## src/rtl/intflag_pkg.sv

```systemverilog
package intflag_pkg;
  localparam int SEL_W   = 4;
  localparam int DATA_W  = 8;
  localparam int NSRC    = 4;
  localparam logic [SEL_W-1:0] SEL_MASK = 4'b1010;
  localparam logic [SEL_W-1:0] SEL_FLAG = 4'b1011;
  // flag/mask bit positions
  localparam int B_IRQ = 0;
  localparam int B_PB  = 1;
  localparam int B_RX  = 2;
  localparam int B_TX  = 3;
endpackage

```

## src/rtl/edge_sync.sv

```systemverilog
module edge_sync #(
  parameter int W = 2
) (
  input  logic         clk,
  input  logic         rst,
  input  logic [W-1:0] din,
  output logic [W-1:0] lvl,
  output logic [W-1:0] rise
);
  logic [W-1:0] s1, s2, prev;

  always_ff @(posedge clk) begin
    if (rst) begin
      s1   <= '0;
      s2   <= '0;
      prev <= '0;
    end else begin
      s1   <= din;
      s2   <= s1;
      prev <= s2;
    end
  end

  assign lvl  = s2;
  assign rise = s2 & ~prev;

  // an edge pulse lasts a single cycle
  p_rise_single_r4: assert property (@(posedge clk) disable iff (rst)
    (rise != '0) |=> ((rise & $past(rise)) == '0));
endmodule

```

## src/rtl/flag_bank.sv

```systemverilog
module flag_bank #(
  parameter int N = 4
) (
  input  logic         clk,
  input  logic         rst,
  input  logic [N-1:0] set_i,
  input  logic [N-1:0] clr_i,
  input  logic [N-1:0] wen_i,
  input  logic [N-1:0] wval_i,
  output logic [N-1:0] flag_o
);
  for (genvar i = 0; i < N; i++) begin : g_bit
    always_ff @(posedge clk) begin
      if (rst)            flag_o[i] <= 1'b0;
      else if (set_i[i])  flag_o[i] <= 1'b1;
      else if (clr_i[i])  flag_o[i] <= 1'b0;
      else if (wen_i[i])  flag_o[i] <= wval_i[i];
    end
  end

  // a set event always leaves the flag set
  p_set_wins_r8: assert property (@(posedge clk) disable iff (rst)
    (set_i != '0) |=> ((flag_o & $past(set_i)) == $past(set_i)));
  // a clear without a set leaves the flag low
  p_clear_r6: assert property (@(posedge clk) disable iff (rst)
    ((clr_i & ~set_i) != '0) |=> ((flag_o & $past(clr_i & ~set_i)) == '0));
endmodule

```

## src/rtl/intflag_unit.sv

```systemverilog
module intflag_unit
  import intflag_pkg::*;
(
  input  logic              clk,
  input  logic              rst,
  input  logic [SEL_W-1:0]  sel,
  input  logic              rd_en,
  input  logic              wr_en,
  input  logic [DATA_W-1:0] wdata,
  output logic [DATA_W-1:0] rdata,
  input  logic              irq_pin,
  input  logic              pb_pin,
  input  logic              cl_stat,
  input  logic              sd_stat,
  input  logic              rx_done,
  input  logic              rx_busy,
  input  logic              rx_data_rd,
  input  logic              tx_done,
  input  logic              tx_load,
  output logic              int_req
);
  localparam int PAD_W = DATA_W - NSRC;

  logic [3:0]      lvl, rise;
  logic [NSRC-1:0] flags, mask, set_v, clr_v, wen_v;
  logic            wr_flag, wr_mask;

  // order: irq, pb, sd, cl -> levels land on rdata[7:4] in this order
  edge_sync #(.W(4)) u_sync (
    .clk (clk), .rst (rst),
    .din ({cl_stat, sd_stat, pb_pin, irq_pin}),
    .lvl (lvl), .rise (rise)
  );

  assign wr_flag = wr_en && (sel == SEL_FLAG);
  assign wr_mask = wr_en && (sel == SEL_MASK);

  always_comb begin
    set_v = '0;
    clr_v = '0;
    wen_v = '0;
    set_v[B_IRQ] = rise[0];
    set_v[B_PB]  = rise[1];
    set_v[B_RX]  = rx_done;
    set_v[B_TX]  = tx_done;
    clr_v[B_RX]  = rx_data_rd | rx_busy;
    clr_v[B_TX]  = tx_load;
    wen_v[B_IRQ] = wr_flag;
    wen_v[B_PB]  = wr_flag;
  end

  flag_bank #(.N(NSRC)) u_flags (
    .clk (clk), .rst (rst),
    .set_i (set_v), .clr_i (clr_v), .wen_i (wen_v),
    .wval_i (wdata[NSRC-1:0]), .flag_o (flags)
  );

  always_ff @(posedge clk) begin
    if (rst) begin
      mask    <= '0;
      rdata   <= '0;
      int_req <= 1'b0;
    end else begin
      if (wr_mask) mask <= wdata[NSRC-1:0];
      int_req <= |(flags & mask);
      if (rd_en && sel == SEL_MASK)      rdata <= {lvl, mask};
      else if (rd_en && sel == SEL_FLAG) rdata <= {{PAD_W{1'b0}}, flags};
      else                               rdata <= '0;
    end
  end

  // enabled pending flag raises the request next cycle
  p_int_follow_r9: assert property (@(posedge clk) disable iff (rst)
    ((flags & mask) != '0) |=> int_req);
  p_int_quiet_r9: assert property (@(posedge clk) disable iff (rst)
    ((flags & mask) == '0) |=> !int_req);
  // busy without completion keeps the receive flag low
  p_busy_clr_r6: assert property (@(posedge clk) disable iff (rst)
    (rx_busy && !rx_done) |=> !flags[B_RX]);
  // flag register upper nibble reads 0
  p_flag_hi_r5: assert property (@(posedge clk) disable iff (rst)
    (rd_en && sel == SEL_FLAG) |=> (rdata[DATA_W-1:NSRC] == '0));
  // no read, no data
  p_idle_rd_r10: assert property (@(posedge clk) disable iff (rst)
    (!rd_en) |=> (rdata == '0));
endmodule

```

## config.mk

```make
export PLATFORM = sky130hd
export DESIGN_NAME = intflag_unit
export DESIGN_NICKNAME = d
export VERILOG_FILES = /design/src/rtl/intflag_pkg.sv /design/src/rtl/edge_sync.sv /design/src/rtl/flag_bank.sv /design/src/rtl/intflag_unit.sv
export SDC_FILE = /design/constraint.sdc
export NUM_CORES = 1
export LEC_CHECK = 0
export BUFFER_PORTS_ARGS = -buffer_cell sky130_fd_sc_hd__buf_2
export CORE_UTILIZATION = 49
export DETAILED_ROUTE_END_ITERATION = 7
export GPL_ROUTABILITY_DRIVEN = 0
export PLACE_DENSITY = 0.8
export SETUP_SLACK_MARGIN = 0.15
export SYNTH_ARGS = -nofsm -noshare
export SYNTH_HDL_FRONTEND = slang
export SYNTH_SLANG_ARGS = --single-unit
export TNS_END_PERCENT = 30
```

## constraint.sdc

```tcl
create_clock -name clk -period 1.44 [get_ports clk]
set_clock_uncertainty 0.05 [all_clocks]
set_input_delay 0.144 -clock clk [delete_from_list [all_inputs] [get_ports clk]]
set_output_delay 0.144 -clock clk [all_outputs]
set_load 0.005 [all_outputs]
```

Word-level counts from Yosys, hierarchy flattened
Index checks and enable logic that the tools add are counted.
{ "word_totals": {"register_bits": 27, "wordCells": 35, "out_inout_bits": 9, "input_bits": 25} }
{ "op_classes": {"n_reduce_logical": 9, "bitwise": 4, "mux": 10, "n_eq_ne": 2} }
{ "ops": {"columns": ["op", "n"], "rows": [
  ["$eq 4x4->1 const B", 2],
  ["$mux 1", 8],
  ["$mux 8", 1],
  ["$reduce_bool 2->1", 4],
  ["$and 4x4->4", 1],
  ["$logic_and 1x1->1", 4],
  ["$mux 4", 1],
  ["$reduce_or 4->1", 1],
  ["$and 2x2->2", 1],
  ["$not 2->2", 1],
  ["$or 1x1->1", 1]
]} }

Depth between registers and ports, before layout
{ "logic_depth": {"ltp_word": 4, "depth_mapped": 4, "ltp_nobuf": 3} }

Cells and area by module
Synthesis repeated with hierarchy kept, for this count alone.
{ "hier_totals": {"hier_cells": 91, "area_unflattened_um2": 1084.8} }
{ "by_module_without_submodules": {"columns": ["mod", "instances", "seq_area_each_um2", "cells_each", "area_each_um2"], "rows": [
  ["intflag_unit", 1, 260.2, 46, 518.0],
  ["edge_sync", 1, 240.2, 29, 391.6],
  ["flag_bank", 1, 80.1, 16, 175.2]
]} }

Least setup slack after synthesis
OpenSTA, ideal clock, no wires.
{ "synth_path": {"path_kind": "input to register", "from": "input rd_en", "to": "register rdata[0]", "setup_ps": 59, "n_path_buf": 0, "arrival_ps": 871, "required_ps": 1331, "slack_ps": 460, "path_stages": 3, "cell_sequence": "inv_1 nor4_2 a22o_1"} }
{ "synth_via": {"elab_chain_cells": 3, "word_cells_on_any_way": 4, "cone_classes": "mux (2); reduce/logical (2)"} }
{ "synth_lines": {"columns": ["element", "line_no", "rtl"], "rows": [
  ["from (decl)", "intflag_unit.sv:7", "input logic rd_en,"],
  ["$logic_and 1x1->1", "intflag_unit.sv:67", "else if (rd_en && sel == SEL_FLAG) rdata <= {{PAD_W{1'b0}}, flags};"],
  ["$mux 4", "intflag_unit.sv:67", null],
  ["$mux 8 (*)", "intflag_unit.sv:66", "if (rd_en && sel == SEL_MASK) rdata <= {lvl, mask};"],
  ["to (signal assigned)", "intflag_unit.sv:66", null],
  ["to (signal assigned)", "intflag_unit.sv:67", null],
  ["to (decl)", "intflag_unit.sv:10", "output logic [DATA_W-1:0] rdata,"]
]} }
Mark *: on every way between the ends. The rest lies on a longest branch, timed or not.
A chain may end at the register's enable or synchronous reset.

Worst setup path after layout
{ "layout_path": {"from": "register rdata[1]", "to": "output rdata[1]"} }
No word-level cell between the ends.

==> flow_metrics.tcl <==
set metrics [dict create \
    gr-usage-met1 0.196 \
    start_kind "flop" \
    postSynthCellCount 84 \
    final_nets 148 \
    clock_path_buffers 2 \
    critPathKind "reg -> out" \
    fmax_ghz 1.04 \
    fillers 143 \
    drt-initial-drc-count 17 \
    drcViolationCount 0 \
    hold_ws_ns -0.000380 \
    ir_drop_mv 0.650 \
    grt_pass1_wl_mm 2.57 \
    syn_area_um2 907 \
    vias 737 \
    min-delay-path-class "in -> reg" \
    cts.sinks 27 \
    grt_max_degree 17 \
    maxCapViolCount 0 \
    synth_cell_types 19 \
    hold_violations 1 \
    critical_path_arrival_ns 0.77 \
    post-route-period-util 0.667 \
    fin_area_mm2 0.00117 \
    finalSetupViolCount 0 \
    rsz0062_at_grt "false" \
    cts_buffers 3 \
    io-pin-count 34 \
    outcome "complete, but fails checks" \
    ant_nets 0 \
    slew_viol_final 0 \
    grtUsageMet3 0.0480 \
    cpLargestDelayFamily "flip-flops" \
    failed_checks "negative hold slack" \
    gr-total-overflow 0 \
    vias_per_cell 5.01 \
    synth_area_per_cell_um2 10.8 \
    start_util 0.525 \
    syn_to_final_growth_pct 29.5 \
    row_count 15 \
    clk_pin_slew_ns 0.14 \
    pwr_density_cell_mw_per_mm2 1020 \
    timing.slew.headroom 0.780 \
    htreeDepth 1 \
    period_needed_ns 0.960 \
    drive_gt1_frac 0.320 \
    crit_chain "buf_2" \
    cp_slowest_cell "dfxtp_1" \
    required_ns 1.25 \
    worst-path-buf-inv 1 \
    cts_root_buffer "clkbuf_4" \
    syn_nets 109 \
    fin_tns_setup_ns 0 \
    dp_hpwl_mm 1.17 \
    tightest_slew_ns 0.328 \
    die_y_um 45.0 \
    portBuffers 29 \
    routedWlPerCell_um 11.1 \
    max_stage_delay_ns 0.32 \
    core_area_mm2 0.00173 \
    ys_seq_elements 27 \
    synth.top_cells.by_area "dfxtp_1 60%, nor2b_1 6.9%, a21oi_1 5.0%" \
    cp-end-kind "output port" \
    die_area_mm2 0.00203 \
    grt.met2_usage 0.313 \
    worstPathMaxFanout 1 \
    grt_pass1_vias 622 \
    finalPower_uw 1200 \
    place_area_mm2 0.00108 \
    grt.busiest_layer "met2" \
    yosys_warnings 0 \
    yosys.area.top_type "dfxtp_1" \
    ctsResizeCount 0 \
    antenna_found_initial 0 \
    clock_latency_ns 0.33 \
    leakage_uw 0.000512 \
    seq_area_frac_synth 0.596 \
    drtPass1Iterations 4 \
    antennaDiodeCount 0 \
    finalWirelength_mm 1.63 \
    synth_top_area_frac 0.596 \
    grt_usage 0.181 \
    cts_tree "yes" \
    die_w_um 45.0 \
]
-- synthesized netlist by cell type (all sizes together) --
cell type   n
a22o        4
nor2        3
and2        4
clkbuf      1
nand4b      1
a22oi       2
o21ai       6
a32oi       2
buf         2
nor4        2
dfxtp      27
nand3b      1
a21oi       9
inv         5
nor2b      10
and4b       1
nand3       4
-- cell families after synthesis --
kind of cell	Yosys count	synth area share
buffers and inverters	8	0.0358
flip-flops	27	0.596
AND/OR/NAND/NOR	26	0.211
AO/OA/AOI/OAI	23	0.157
-- power breakdown --
group          total, uW  switching (uW)  internal (uW)
sequential           778            9.53            768
clock                331             224            106
combinational       94.6            44.0           50.7
total               1200             278            925
-- stage by stage --
| step | setup WS (ns) | std cells | utilization |
|---|---|---|---|
| after floorplan | 0.460 | 84 | - |
| after global placement | 0.398 | 137 | 0.628 |
| after detailed placement | 0.364 | 137 | 0.628 |
| after CTS | 0.476 | 147 | 0.680 |
| after global routing | 0.446 | 147 | 0.680 |
| final | 0.480 | 147 | 0.680 |
-- repair_timing --
action / in CTS / in global routing
hold buffers: 6 / 0
buffers inserted: 0 / 0
hold endpoints to repair: 6 / 0
endpoints found under the setup margin: 0 / 0
-- worst paths after layout --
path	cells past startpoint	end	slack, ns	start
worst max register to register	2	int_req	0.68	u_flags.flag_o[2]
worst min-delay path	3	mask[2]	-0.0004	wdata[2]
worst max-delay path	1	rdata[1]	0.48	rdata[1]
worst min register to register	1	rdata[7]	0.40	u_sync.lvl[3]
-- layout make-up --
type	count	area [um^2]	share of cell area
timing repair buffer	37	220	0.187
tap	25	31.3	0.0266
sequential	27	541	0.460
clock buffer	3	22.5	0.0192
inverter	5	18.8	0.0160
clock inverter	1	7.51	0.00639
multi-input combinational	49	334	0.284
-- flip-flops by register name, indices dropped and copies added, names as in the netlist --
register,flops
int_req,1
mask,4
rdata,8
u_flags.flag_o,4
u_sync.lvl,4
u_sync.prev,2
u_sync.s1,4
-- placed cells by master (no fill, tap or decap) --
cell type / instances
nor2b_1: 10
and4b_1: 1
dfxtp_1: 27
clkinvlp_4: 1
inv_2: 1
buf_4: 2
clkbuf_4: 3
inv_1: 4
buf_2: 29
nor2_1: 3
a21oi_1: 9
nand3b_4: 1
a32oi_1: 2
a22o_1: 4
dlygate4sd3_1: 6
o21ai_0: 6
nand3_1: 4
nor4_2: 1
nand4b_1: 1
and2_1: 4
nor4_4: 1
a22oi_1: 2
-- routing by layer --
layer	wire [um]	up-vias	part of all wire
li1	-	368	-
met1	637	329	0.39
met2	839	35	0.52
met3	113	5	0.069
met4	39	0	0.024
met5	0	-	0
Note: power is estimated with default switching activity, not from simulation.
